## src/rtl/age_thr_pkg.sv

```systemverilog
package age_thr_pkg;
  function automatic int unsigned clamp_u(input int unsigned v, input int unsigned cap);
    return (v > cap) ? cap : v;
  endfunction
endpackage

```

## src/rtl/window_timer.sv

```systemverilog
module window_timer #(
  parameter int unsigned TICKS = 16
) (
  input  logic clk_i,
  input  logic rst_ni,
  output logic win_end_o
);
  localparam int unsigned CW = (TICKS > 1) ? $clog2(TICKS) : 1;
  localparam logic [CW-1:0] LAST = CW'(TICKS - 1);

  logic [CW-1:0] cnt_q;

  assign win_end_o = (cnt_q == LAST);

  always_ff @(posedge clk_i or negedge rst_ni) begin
    if (!rst_ni)        cnt_q <= '0;
    else if (win_end_o) cnt_q <= '0;
    else                cnt_q <= cnt_q + 1'b1;
  end


  timer_wrap_chk: assert property (@(posedge clk_i) disable iff (!rst_ni)
    win_end_o |=> (cnt_q == '0));
endmodule

```

## src/rtl/peak_history.sv

```systemverilog
module peak_history #(
  parameter int unsigned DELAY_W  = 10,
  parameter int unsigned NUM_WIN  = 3,
  parameter int unsigned MAX_SPAN = 1000
) (
  input  logic                            clk_i,
  input  logic                            rst_ni,
  input  logic                            win_end_i,
  input  logic                            valid_i,
  input  logic [DELAY_W-1:0]              delay_i,
  output logic [NUM_WIN-1:0][DELAY_W-1:0] peaks_o
);
  localparam logic [DELAY_W-1:0] CAP = DELAY_W'(MAX_SPAN);

  logic [DELAY_W-1:0] clipped;
  logic [DELAY_W-1:0] open_q;
  logic [DELAY_W-1:0] open_upd;
  logic [NUM_WIN-1:0][DELAY_W-1:0] hist_q;

  assign clipped  = (delay_i > CAP) ? CAP : delay_i;
  assign open_upd = (valid_i && (clipped > open_q)) ? clipped : open_q;

  always_ff @(posedge clk_i or negedge rst_ni) begin
    if (!rst_ni)        open_q <= '0;
    else if (win_end_i) open_q <= '0;
    else                open_q <= open_upd;
  end

  assign hist_q[0]  = open_q;
  assign peaks_o[0] = open_q;

  for (genvar i = 1; i < NUM_WIN; i++) begin : g_hist
    always_ff @(posedge clk_i or negedge rst_ni) begin
      if (!rst_ni)        hist_q[i] <= '0;
      else if (win_end_i) hist_q[i] <= (i == 1) ? open_upd : hist_q[i-1];
    end
    assign peaks_o[i] = hist_q[i];


    hist_span_chk: assert property (@(posedge clk_i) disable iff (!rst_ni)
      hist_q[i] <= CAP);
  end


  peak_monotonic_chk: assert property (@(posedge clk_i) disable iff (!rst_ni)
    !win_end_i |=> (open_q >= $past(open_q)));


  open_span_chk: assert property (@(posedge clk_i) disable iff (!rst_ni)
    open_q <= CAP);
endmodule

```

## src/rtl/threshold_reduce.sv

```systemverilog
module threshold_reduce
  import age_thr_pkg::*;
#(
  parameter int unsigned DELAY_W  = 10,
  parameter int unsigned NUM_WIN  = 3,
  parameter int unsigned SLACK    = 24,
  parameter int unsigned MAX_SPAN = 1000
) (
  input  logic                            clk_i,
  input  logic                            rst_ni,
  input  logic [NUM_WIN-1:0][DELAY_W-1:0] peaks_i,
  output logic [DELAY_W-1:0]              threshold_o
);
  localparam int unsigned SW = DELAY_W + 1;
  localparam logic [SW-1:0] SLACK_V = SW'(SLACK);
  localparam logic [SW-1:0] CAP_W   = SW'(MAX_SPAN);
  localparam logic [DELAY_W-1:0] THR_RST = DELAY_W'(clamp_u(SLACK, MAX_SPAN));

  logic [NUM_WIN-1:0][DELAY_W-1:0] run;
  logic [SW-1:0]      sum;
  logic [DELAY_W-1:0] thr_d;
  logic [DELAY_W-1:0] thr_q;

  assign run[0] = peaks_i[0];
  for (genvar i = 1; i < NUM_WIN; i++) begin : g_max
    assign run[i] = (peaks_i[i] > run[i-1]) ? peaks_i[i] : run[i-1];
  end

  assign sum   = {1'b0, run[NUM_WIN-1]} + SLACK_V;
  assign thr_d = (sum > CAP_W) ? CAP_W[DELAY_W-1:0] : sum[DELAY_W-1:0];

  always_ff @(posedge clk_i or negedge rst_ni) begin
    if (!rst_ni) thr_q <= THR_RST;
    else         thr_q <= thr_d;
  end

  assign threshold_o = thr_q;


  thr_cap_chk: assert property (@(posedge clk_i) disable iff (!rst_ni)
    thr_q <= CAP_W[DELAY_W-1:0]);


  thr_floor_chk: assert property (@(posedge clk_i) disable iff (!rst_ni)
    thr_q >= THR_RST);
endmodule

```

## src/rtl/age_threshold_tracker.sv

```systemverilog
module age_threshold_tracker #(
  parameter int unsigned DELAY_W      = 10,
  parameter int unsigned MAX_SPAN     = 1000,
  parameter int unsigned WINDOW_TICKS = 16,
  parameter int unsigned SLACK        = 24,
  parameter int unsigned NUM_WIN      = 3
) (
  input  logic               clk_i,
  input  logic               rst_ni,
  input  logic               delay_valid_i,
  input  logic [DELAY_W-1:0] delay_i,
  output logic [DELAY_W-1:0] threshold_o
);
  localparam int unsigned SW = DELAY_W + 1;

  logic win_end;
  logic [NUM_WIN-1:0][DELAY_W-1:0] peaks;


  initial begin
    params_ok_chk: assert ((NUM_WIN >= 2) && ((NUM_WIN - 1) * WINDOW_TICKS >= SLACK)
                           && (SLACK <= MAX_SPAN) && (MAX_SPAN < (1 << DELAY_W)))
      else $error("age_threshold_tracker: parameter set breaks ordering or width bound");
  end

  window_timer #(.TICKS(WINDOW_TICKS)) u_timer (
    .clk_i     (clk_i),
    .rst_ni    (rst_ni),
    .win_end_o (win_end)
  );

  peak_history #(.DELAY_W(DELAY_W), .NUM_WIN(NUM_WIN), .MAX_SPAN(MAX_SPAN)) u_hist (
    .clk_i     (clk_i),
    .rst_ni    (rst_ni),
    .win_end_i (win_end),
    .valid_i   (delay_valid_i),
    .delay_i   (delay_i),
    .peaks_o   (peaks)
  );

  threshold_reduce #(.DELAY_W(DELAY_W), .NUM_WIN(NUM_WIN), .SLACK(SLACK),
                     .MAX_SPAN(MAX_SPAN)) u_thr (
    .clk_i       (clk_i),
    .rst_ni      (rst_ni),
    .peaks_i     (peaks),
    .threshold_o (threshold_o)
  );


  thr_covers_peak_chk: assert property (@(posedge clk_i) disable iff (!rst_ni)
    1'b1 |=> ({1'b0, threshold_o} >=
              ((({1'b0, $past(peaks[0])} + SW'(SLACK)) > SW'(MAX_SPAN)) ? SW'(MAX_SPAN)
               : ({1'b0, $past(peaks[0])} + SW'(SLACK)))));
endmodule

```

## config.mk

```make
export PLATFORM = sky130hd
export DESIGN_NAME = age_threshold_tracker
export DESIGN_NICKNAME = d
export VERILOG_FILES = /design/src/rtl/age_thr_pkg.sv /design/src/rtl/window_timer.sv /design/src/rtl/peak_history.sv /design/src/rtl/threshold_reduce.sv /design/src/rtl/age_threshold_tracker.sv
export SDC_FILE = /design/constraint.sdc
export NUM_CORES = 1
export LEC_CHECK = 0
export BUFFER_PORTS_ARGS = -buffer_cell sky130_fd_sc_hd__buf_4
export CAP_MARGIN = 10
export CORE_AREA = 2 2 77 79
export DETAILED_ROUTE_END_ITERATION = 10
export DIE_AREA = 0 0 79 81
export GPL_TIMING_DRIVEN = 1
export PLACE_DENSITY_LB_ADDON = 0.3
export SLEW_MARGIN = 15
export SYNTH_ARGS = -nofsm -noshare
export SYNTH_HDL_FRONTEND = slang
export SYNTH_HIERARCHICAL = 1
export SYNTH_SLANG_ARGS = --single-unit
export TNS_END_PERCENT = 5
```

## constraint.sdc

```tcl
create_clock -name clk_i -period 5.55 [get_ports clk_i]
set_input_delay 1.11 -clock clk_i [delete_from_list [all_inputs] [get_ports clk_i]]
set_output_delay 1.11 -clock clk_i [all_outputs]
set_load 0.01 [all_outputs]
```

# Yosys cells after proc, flatten, opt, wreduce, memory -nomap -nowiden

Index checks and enable logic that the tools add are counted.

Register bits after elaboration: 44
Bits in latches: 0
Bits in writable memories: 0
Memory bits (read-only): 0
Bits of input ports: 13
Output and inout bits: 10
Memories: 0

$add $sub $neg: 2
Multiply operators: 0
Divide/modulo/power cells: 0
$lt $le $gt $ge: 5
Equality and inequality tests: 1
Shifts and indexed selects: 0
Muxes and demuxes: 7
Bitwise operators: 0
Reductions and logical operators: 1

Operators with widths:

| operator                                                                           | number |
|---|---|
| 10-bit 2-to-1 mux                                                                  | 6 |
| 10-bit greater-than comparator                                                     | 3 |
| 10-bit by 5-bit adder with 11-bit output (second input constant)                   | 1 |
| 11-bit by 10-bit greater-than comparator with 1-bit output (second input constant) | 1 |
| 10-bit greater-than comparator (second input constant)                             | 1 |
| 4-bit by 1-bit adder with 4-bit output (second input constant)                     | 1 |
| 4-bit equality test (second input constant)                                        | 1 |
| 4-bit 2-to-1 mux                                                                   | 1 |
| 1-bit logical AND                                                                  | 1 |

# Longest topological paths before layout

Gate-level depths: netlist (run 1).

Depth after elaboration: 7
Depth in mapped cells: 25
Mapped depth without buffers: 24

# Cells and area by module

Netlist (run 1), hierarchy kept.

By module, submodules not included:

| module           | times used | cells an instance | area each (µm²) | sequential area each (µm²) |
|---|---|---|---|---|
| threshold_reduce | 1          | 194               | 1594.0          | 252.7 |
| peak_history     | 1          | 152               | 1526.5          | 750.7 |
| window_timer     | 1          | 13                | 168.9           | 100.1 |

# Worst setup path before layout (run 1)

No wires, ideal clock.

Path kind: reg2reg
Start: register, netlist name u_hist/open_q[7]
End: register u_thr.thr_q[0] (netlist: u_thr/threshold_o[0])
Library setup time: 0.134 ns
Arrival: 4.842 ns
Setup slack: 0.574 ns
Stages on the path, launching flop included: 25
Buffers on the path: 2
Clock period less this slack: 4.976 ns
Cells stage by stage: dfrtp_1 > inv_1 > ha_1 > nand4_1 > a211oi_2 > nor3_2 > nor2_1 > buf_2 > mux2i_1 > ha_1 > nor2b_1 > o211ai_1 > nor2_1 > o21ai_0 > o311ai_4 > o221a_4 > mux2_4 > clkinv_2 > ha_1 > clkbuf_1 > a211oi_1 > mux2i_1 > nand2b_4 > a32oi_2 > a21oi_1

Longest elaborated chain between the ends: 7

Ends and longest elaborated chain:

| what                                                       | line                   | RTL |
|---|---|---|
| 10-bit greater-than comparator                             | threshold_reduce.sv:26 | `assign run[i] = (peaks_i[i] > run[i-1]) ? peaks_i[i] : run[i-1];` |
| 10-bit 2-to-1 mux (*)                                      | threshold_reduce.sv:26 |  |
| 10-bit greater-than comparator                             | threshold_reduce.sv:26 |  |
| 10-bit 2-to-1 mux (*)                                      | threshold_reduce.sv:26 |  |
| 10-bit by 5-bit adder with 11-bit output (*)               | threshold_reduce.sv:29 | `assign sum = {1'b0, run[NUM_WIN-1]} + SLACK_V;` |
| 11-bit by 10-bit greater-than comparator with 1-bit output | threshold_reduce.sv:30 | `assign thr_d = (sum > CAP_W) ? CAP_W[DELAY_W-1:0] : sum[DELAY_W-1:0];` |
| 10-bit 2-to-1 mux (*)                                      | threshold_reduce.sv:30 |  |
| net u_thr.thr_d[0]                                         | threshold_reduce.sv:21 | `logic [DELAY_W-1:0] thr_d;` |
| end signal, assigned                                       | threshold_reduce.sv:34 | `else thr_q <= thr_d;` |
| end, declared                                              | threshold_reduce.sv:22 | `logic [DELAY_W-1:0] thr_q;` |

Mark *: on every way through the listed nets, which the timed path passes. The rest lies on a longest branch.
A chain may end at the register's enable or synchronous reset.

# Worst setup path in the final report (run 1)

Start: register, netlist name u_hist/open_q[7]
End: register u_thr.thr_q[1] (netlist: u_thr/threshold_o[1])

Longest elaborated chain between the ends: 7

Ends and longest elaborated chain:

| what                                                       | line |
|---|---|
| 10-bit greater-than comparator                             | threshold_reduce.sv:26 |
| 10-bit 2-to-1 mux (*)                                      | threshold_reduce.sv:26 |
| 10-bit greater-than comparator                             | threshold_reduce.sv:26 |
| 10-bit 2-to-1 mux (*)                                      | threshold_reduce.sv:26 |
| 10-bit by 5-bit adder with 11-bit output (*)               | threshold_reduce.sv:29 |
| 11-bit by 10-bit greater-than comparator with 1-bit output | threshold_reduce.sv:30 |
| 10-bit 2-to-1 mux (*)                                      | threshold_reduce.sv:30 |
| net u_thr.thr_d[1]                                         | threshold_reduce.sv:21 |

Marks and branches as above.

==> run metrics, run 1 <==
most frequent cells in the layout=dfrtp_1 (41), inv_1 (33), buf_4 (30), ha_1 (30), nand2_1 (29); DR vias/cell=6.03; largest net degree at the start of global routing=45; DR pass1 iterations=5; Die ar.=6400 sq um; syn_nets=403; antenna-violating nets left=0; Reg area=1100 sq um; worst path arrival time=5500 ps; Slew Limit Fails=0; final setup vio count=0; CTS tree=built; Final nets=421; share of post-route cells with drive strength above 1=0.196; GRT Residual Overflow=0; mean routed wirelength per cell=16.4 um; Rows=28; first-pass GRT wire length=12200 um; Primary FF master, synth=dfrtp_1; sequential share of the synthesized area=0.335; core area=5680 sq um; Worst EP required=5720 ps; startpoint types=flop; R2R depth=22; Initial Utilization=0.580; Synth Register Bits=44; via count=2733; maximum root-to-sink buffer count=2; Port Buffers=22; status=finished, final reports clean; Worst Hold End=u_timer/cnt_q[0]; initial antenna violation count=0; # H-tree levels=2; Fillers=492; Worst R2R Setup Slack=210 ps; Final Skew=10.4 ps; Netlist cell types=67; HP Class=flop to flop; Post-Syn Area per Cell=9.16 sq um; multi-input logic area=1980 sq um; Final period util=0.961; max_cap viols=0; Yosys warning count=6; hold_buf cts=0; Final Hold Viols=0; routed wire length=7440 um; Die Span X=79 um; most common cell after layout, fill and taps aside=dfrtp_1; Setup Crit Path Kind=flop to flop; diode count=0; Hold Crit Start=u_timer/cnt_q[0]; io pins=23; fin crit period=5340 ps; GRT Overall Usage=0.241; Fmax achieved=187 MHz; Hold Path Stages=1; FF-to-FF End=u_thr/threshold_o[1]; number of buffers created by CTS=5; Final GP Congestion=0.884; initial DRC count=147; post-route setup TNS=0 ps; Root Driver=clkbuf_8; clk slew on worst S/H paths=90 ps; synth-to-layout area growth=11.1%; die height=81 um; dpl hpwl=5540 um; Skew-Pair Late Insertion Delay=300 ps; crit path max fanout=11; relative slew slack=0.473; r2r startpoint=u_hist/open_q[7]; Post-synth EDFFs=0; Gate Count Post-Synth=359; drt drc=0; Async S/R FF share, synth=1.00; crit end category=flop; synthesized cell area=3290 sq um; clock sink total=44; via count of the first global-routing pass=2668; actual slew at the worst max-slew pin=790 ps
## cells in the mapped netlist, types with 2 or more instances
cell      number  share of area
o21ai_0        8          0.012
a211oi_2       2         0.0076
a211oi_1       3         0.0068
nand3b_1       2         0.0046
a21o_1         4         0.0091
nand3_1       11          0.017
and4_1         2         0.0053
nor3_1         5         0.0076
nor2_1        21          0.024
inv_1         33          0.038
dfstp_2        2          0.016
a211o_1        4          0.011
nand2_1       29          0.033
buf_2          3         0.0046
xor2_1         4          0.011
ha_1          31           0.12
a31oi_1       13          0.025
or3_1          2         0.0038
nand2b_1       9          0.017
mux2i_1       17          0.052
o21ai_2        2         0.0053
and2_1         2         0.0038
a21oi_1       26          0.040
o21ai_1       10          0.015
clkbuf_1      11          0.013
o31ai_1        2         0.0046
dfrtp_1       42           0.32
buf_6          2         0.0068
and4b_1        2         0.0061
nand4_1        6          0.011
mux2_2        13          0.045
## logic make-up after synthesis
group,count (synthesis),share of synthesized area
AOI/OAI and AO/OA,90,0.194
xor gates and xnor gates,5,0.0133
adders and majority gates,31,0.118
buffers and inverters,53,0.0681
DFF,44,0.335
muxes,31,0.101
and+or+nand+nor,105,0.170
## cell type report
cell class | instances | area share
clock inverters | 2 | 0.0106
well taps | 75 | 0.0257
multi-input cells | 262 | 0.542
inverters | 34 | 0.0353
repair buffers | 30 | 0.0616
clock buffers | 6 | 0.0226
flip-flops and latches | 44 | 0.302
## flip-flops by register name (all words and copies together), names as in the netlist
signal / cells
u_thr/threshold_o: 10
u_hist/open_q: 10
u_timer/cnt_q: 4
u_hist/peaks_o: 20
## critical path, cell delays in order (launching register included)
cell and delay (ps):
dfrtp_1 430, inv_1 80, ha_1 320, nand4_1 180
or3_1 440, o21ai_2 120, nor2_1 80, buf_4 200
mux2i_1 280, ha_1 310, a21o_1 160, a21o_1 160
a21oi_1 380, o311ai_4 200, o221a_4 320, mux2_4 220
clkinv_2 90, ha_2 260, a211oi_1 230, mux2i_1 150
nand2b_4 170, a32oi_2 280, a21oi_1 140
## worst max path at each step
| stage | startpoint | endpoint | slack (ps) | cells after the start |
|---|---|---|---|---|
| after floorplan | u_hist/open_q[7] | u_thr/threshold_o[0] | 570 | 24 |
| after global placement | u_hist/open_q[6] | u_thr/threshold_o[0] | 460 | 22 |
| after detailed placement | u_hist/open_q[6] | u_thr/threshold_o[1] | 250 | 22 |
| after CTS | u_hist/open_q[6] | u_thr/threshold_o[1] | 220 | 22 |
| after global routing | u_hist/open_q[7] | u_thr/threshold_o[1] | -20 | 24 |
| final | u_hist/open_q[7] | u_thr/threshold_o[1] | 210 | 22 |
## what timing repair did
action | CTS | global route
endpoints found under the setup margin | 0 | 5
resized for setup | 0 | 3
buffers inserted | 0 | 1
## per-stage QoR
stage / utilization / std cells / instance area, sq um / setup slack, ps / hold WS (ps)
2_1_floorplan: - / 359 / 3290 / 574 / 444
3_3_place_gp: 0.618 / 444 / 3510 / 461 / 472
3_5_place_dp: 0.620 / 444 / 3520 / 245 / 482
4_1_cts: 0.641 / 452 / 3640 / 220 / 496
5_1_grt: 0.644 / 453 / 3650 / -15.0 / 519
6_report: 0.644 / 453 / 3650 / 214 / 498
## per-layer routing
| metal | wire length (um) | up-vias | GRT usage |
|---|---|---|---|
| met4 | 206 | 0 | 0.116 |
| met2 | 3720 | 72 | 0.419 |
| li1 | - | 1322 | - |
| met1 | 3230 | 1325 | 0.298 |
| met3 | 273 | 14 | 0.0289 |
| met5 | 0 | - | 0 |
Power of run 1 is left out: the tool's default activity adds up to more than one toggle a clock period on the data nets, which glitch-free logic cannot reach.
==> run 2, diff against run 1 <==
--- a/config.mk
+++ b/config.mk
@@ -8,6 +8,7 @@
 export BUFFER_PORTS_ARGS = -buffer_cell sky130_fd_sc_hd__buf_4
 export CAP_MARGIN = 10
 export CORE_AREA = 2 2 77 79
+export CTS_BUF_LIST = sky130_fd_sc_hd__clkbuf_16
 export DETAILED_ROUTE_END_ITERATION = 10
 export DIE_AREA = 0 0 79 81
 export GPL_TIMING_DRIVEN = 1
==> run 2 against run 1 <==
Net effect: via count up 2.9%; sequential share of layout area down 0.38 points; fmax down 0.66%; routed wire length up 3.1%; flip-flop and latch count unchanged; largest cell class unchanged; highest routed layer unchanged.
==> run metrics, run 2 (same netlist as run 1, synthesis figures left out) <==
status=finished, final reports clean; Setup Crit Path Kind=flop to flop; Worst R2R Setup Slack=180 ps; initial DRC count=153; most common cell after layout, fill and taps aside=dfrtp_1; FF-to-FF End=u_thr/threshold_o[1]; Crit path largest cell delay=390 ps; GRT Residual Overflow=0; final setup vio count=0; synth-to-layout area growth=12.5%; worst path arrival time=5510 ps; r2r startpoint=u_hist/open_q[5]; Crit path max-delay family=compound AO/OA/AOI/OAI gates; buffers and inverters on the worst path=3; diode count=0; antenna-violating nets left=0; dpl hpwl=5540 um; HP Class=flop to flop; mean routed wirelength per cell=16.9 um; Final Hold Viols=0; via count=2812; Fillers=484; CTS tree=built; crit path max fanout=11; share of post-route cells with drive strength above 1=0.193; Skew-Pair Late Insertion Delay=290 ps; crit-path cells=inv_1, ha_1, nand4_1, a211oi_2, nor3_2, nor2_1, buf_4, mux2i_1, ha_1, a21o_1, a21o_1, a21oi_1, o311ai_4, o221a_4, mux2_4, clkinv_2, ha_2, a211oi_1, mux2i_1, nand2b_4, a32oi_2, a21oi_1; initial antenna violation count=0; drt drc=0; max FFs per register=20; Root Driver=clkbuf_16; die height=81 um; Hold Path Stages=1; Final Skew=5.87 ps; Final period util=0.968; crit end category=flop; R2R depth=22; routed wire length=7660 um; Slew Limit Fails=0; Worst EP required=5690 ps; largest net degree at the start of global routing=45; Reg area=1100 sq um; number of buffers created by CTS=5; Fmax achieved=186 MHz; via count of the first global-routing pass=2642; max_cap viols=0; Hold Crit Start=u_timer/cnt_q[0]; Die Span X=79 um; DR vias/cell=6.21; Final GP Congestion=0.884; first-pass GRT wire length=12400 um; CP max stage cell=dfrtp_1; DR pass1 iterations=5; fin crit period=5370 ps; origin of the worst setup path=u_hist/open_q[5]; Die ar.=6400 sq um; relative slew slack=0.485; Rows=28; actual slew at the worst max-slew pin=772 ps; Initial Utilization=0.580; core area=5680 sq um; io pins=23; startpoint types=flop; most frequent cells in the layout=dfrtp_1 (41), inv_1 (33), buf_4 (30), ha_1 (30), nand2_1 (29); Port Buffers=22; clk slew on worst S/H paths=70 ps; # H-tree levels=2; Worst Hold End=u_timer/cnt_q[0]; multi-input logic area=1980 sq um; Final nets=421; Hold WS=499 ps; clock sink total=44; maximum root-to-sink buffer count=2; GRT Overall Usage=0.246
[run 2: changes by cell type in the layout (fill, tap and decap cells not counted)]
cell       before  now
clkbuf_8        6    0
clkbuf_16       0    5
clkinv_1        0    1
[run 2: metrics by stage]
stage,utilization,setup slack (ps),TNS (ps),area (sq um),std cells
after floorplan,-,574,0,3290,359
after global placement,0.618,461,0,3510,444
after detailed placement,0.620,245,0,3520,444
after CTS,0.649,230,0,3690,452
after global routing,0.652,-17.1,-17.1,3700,453
final,0.652,179,0,3700,453
[run 2: routing by layer]
layer	vias to the layer above	share of wire	global-route usage
met5	-	0	0
met4	0	0.034	0.112
met3	26	0.039	0.0300
met2	93	0.50	0.428
met1	1365	0.43	0.307
li1	1328	-	-
[run 2: worst register-to-register path: cells and delay by family, from the launching register on]
kind | cells | cell delay, ps
compound gates | 9 | 2220
fa+ha+maj | 3 | 910
buf+inv | 3 | 410
mux | 3 | 690
flops | 1 | 390
simple gates | 4 | 620
[run 2: repair_timing]
action / in CTS / in global routing
endpoints found under the setup margin: 0 / 5
endpoints found under the hold margin: 0 / 0
gates resized for setup: 0 / 3
hold buffers: 0 / 0
buffers inserted: 0 / 1
[run 2: cell type report]
| type | count | area share |
|---|---|---|
| Multi-Input combinational cell | 262 | 0.535 |
| Sequential cell | 44 | 0.299 |
| Timing Repair Buffer | 30 | 0.0609 |
| Inverter | 34 | 0.0348 |
| Clock buffer | 5 | 0.0338 |
| Tap cell | 75 | 0.0254 |
| Clock inverter | 3 | 0.0115 |
[run 2: worst max-delay path by stage]
stage	endpoint	slack, ps	cells past startpoint
6_report	u_thr/threshold_o[1]	180	22
5_1_grt	u_thr/threshold_o[1]	-20	24
4_1_cts	u_thr/threshold_o[1]	230	22
3_5_place_dp	u_thr/threshold_o[1]	250	22
3_3_place_gp	u_thr/threshold_o[0]	460	22
2_1_floorplan	u_thr/threshold_o[0]	570	24
Power of run 2 is left out for the same reason.
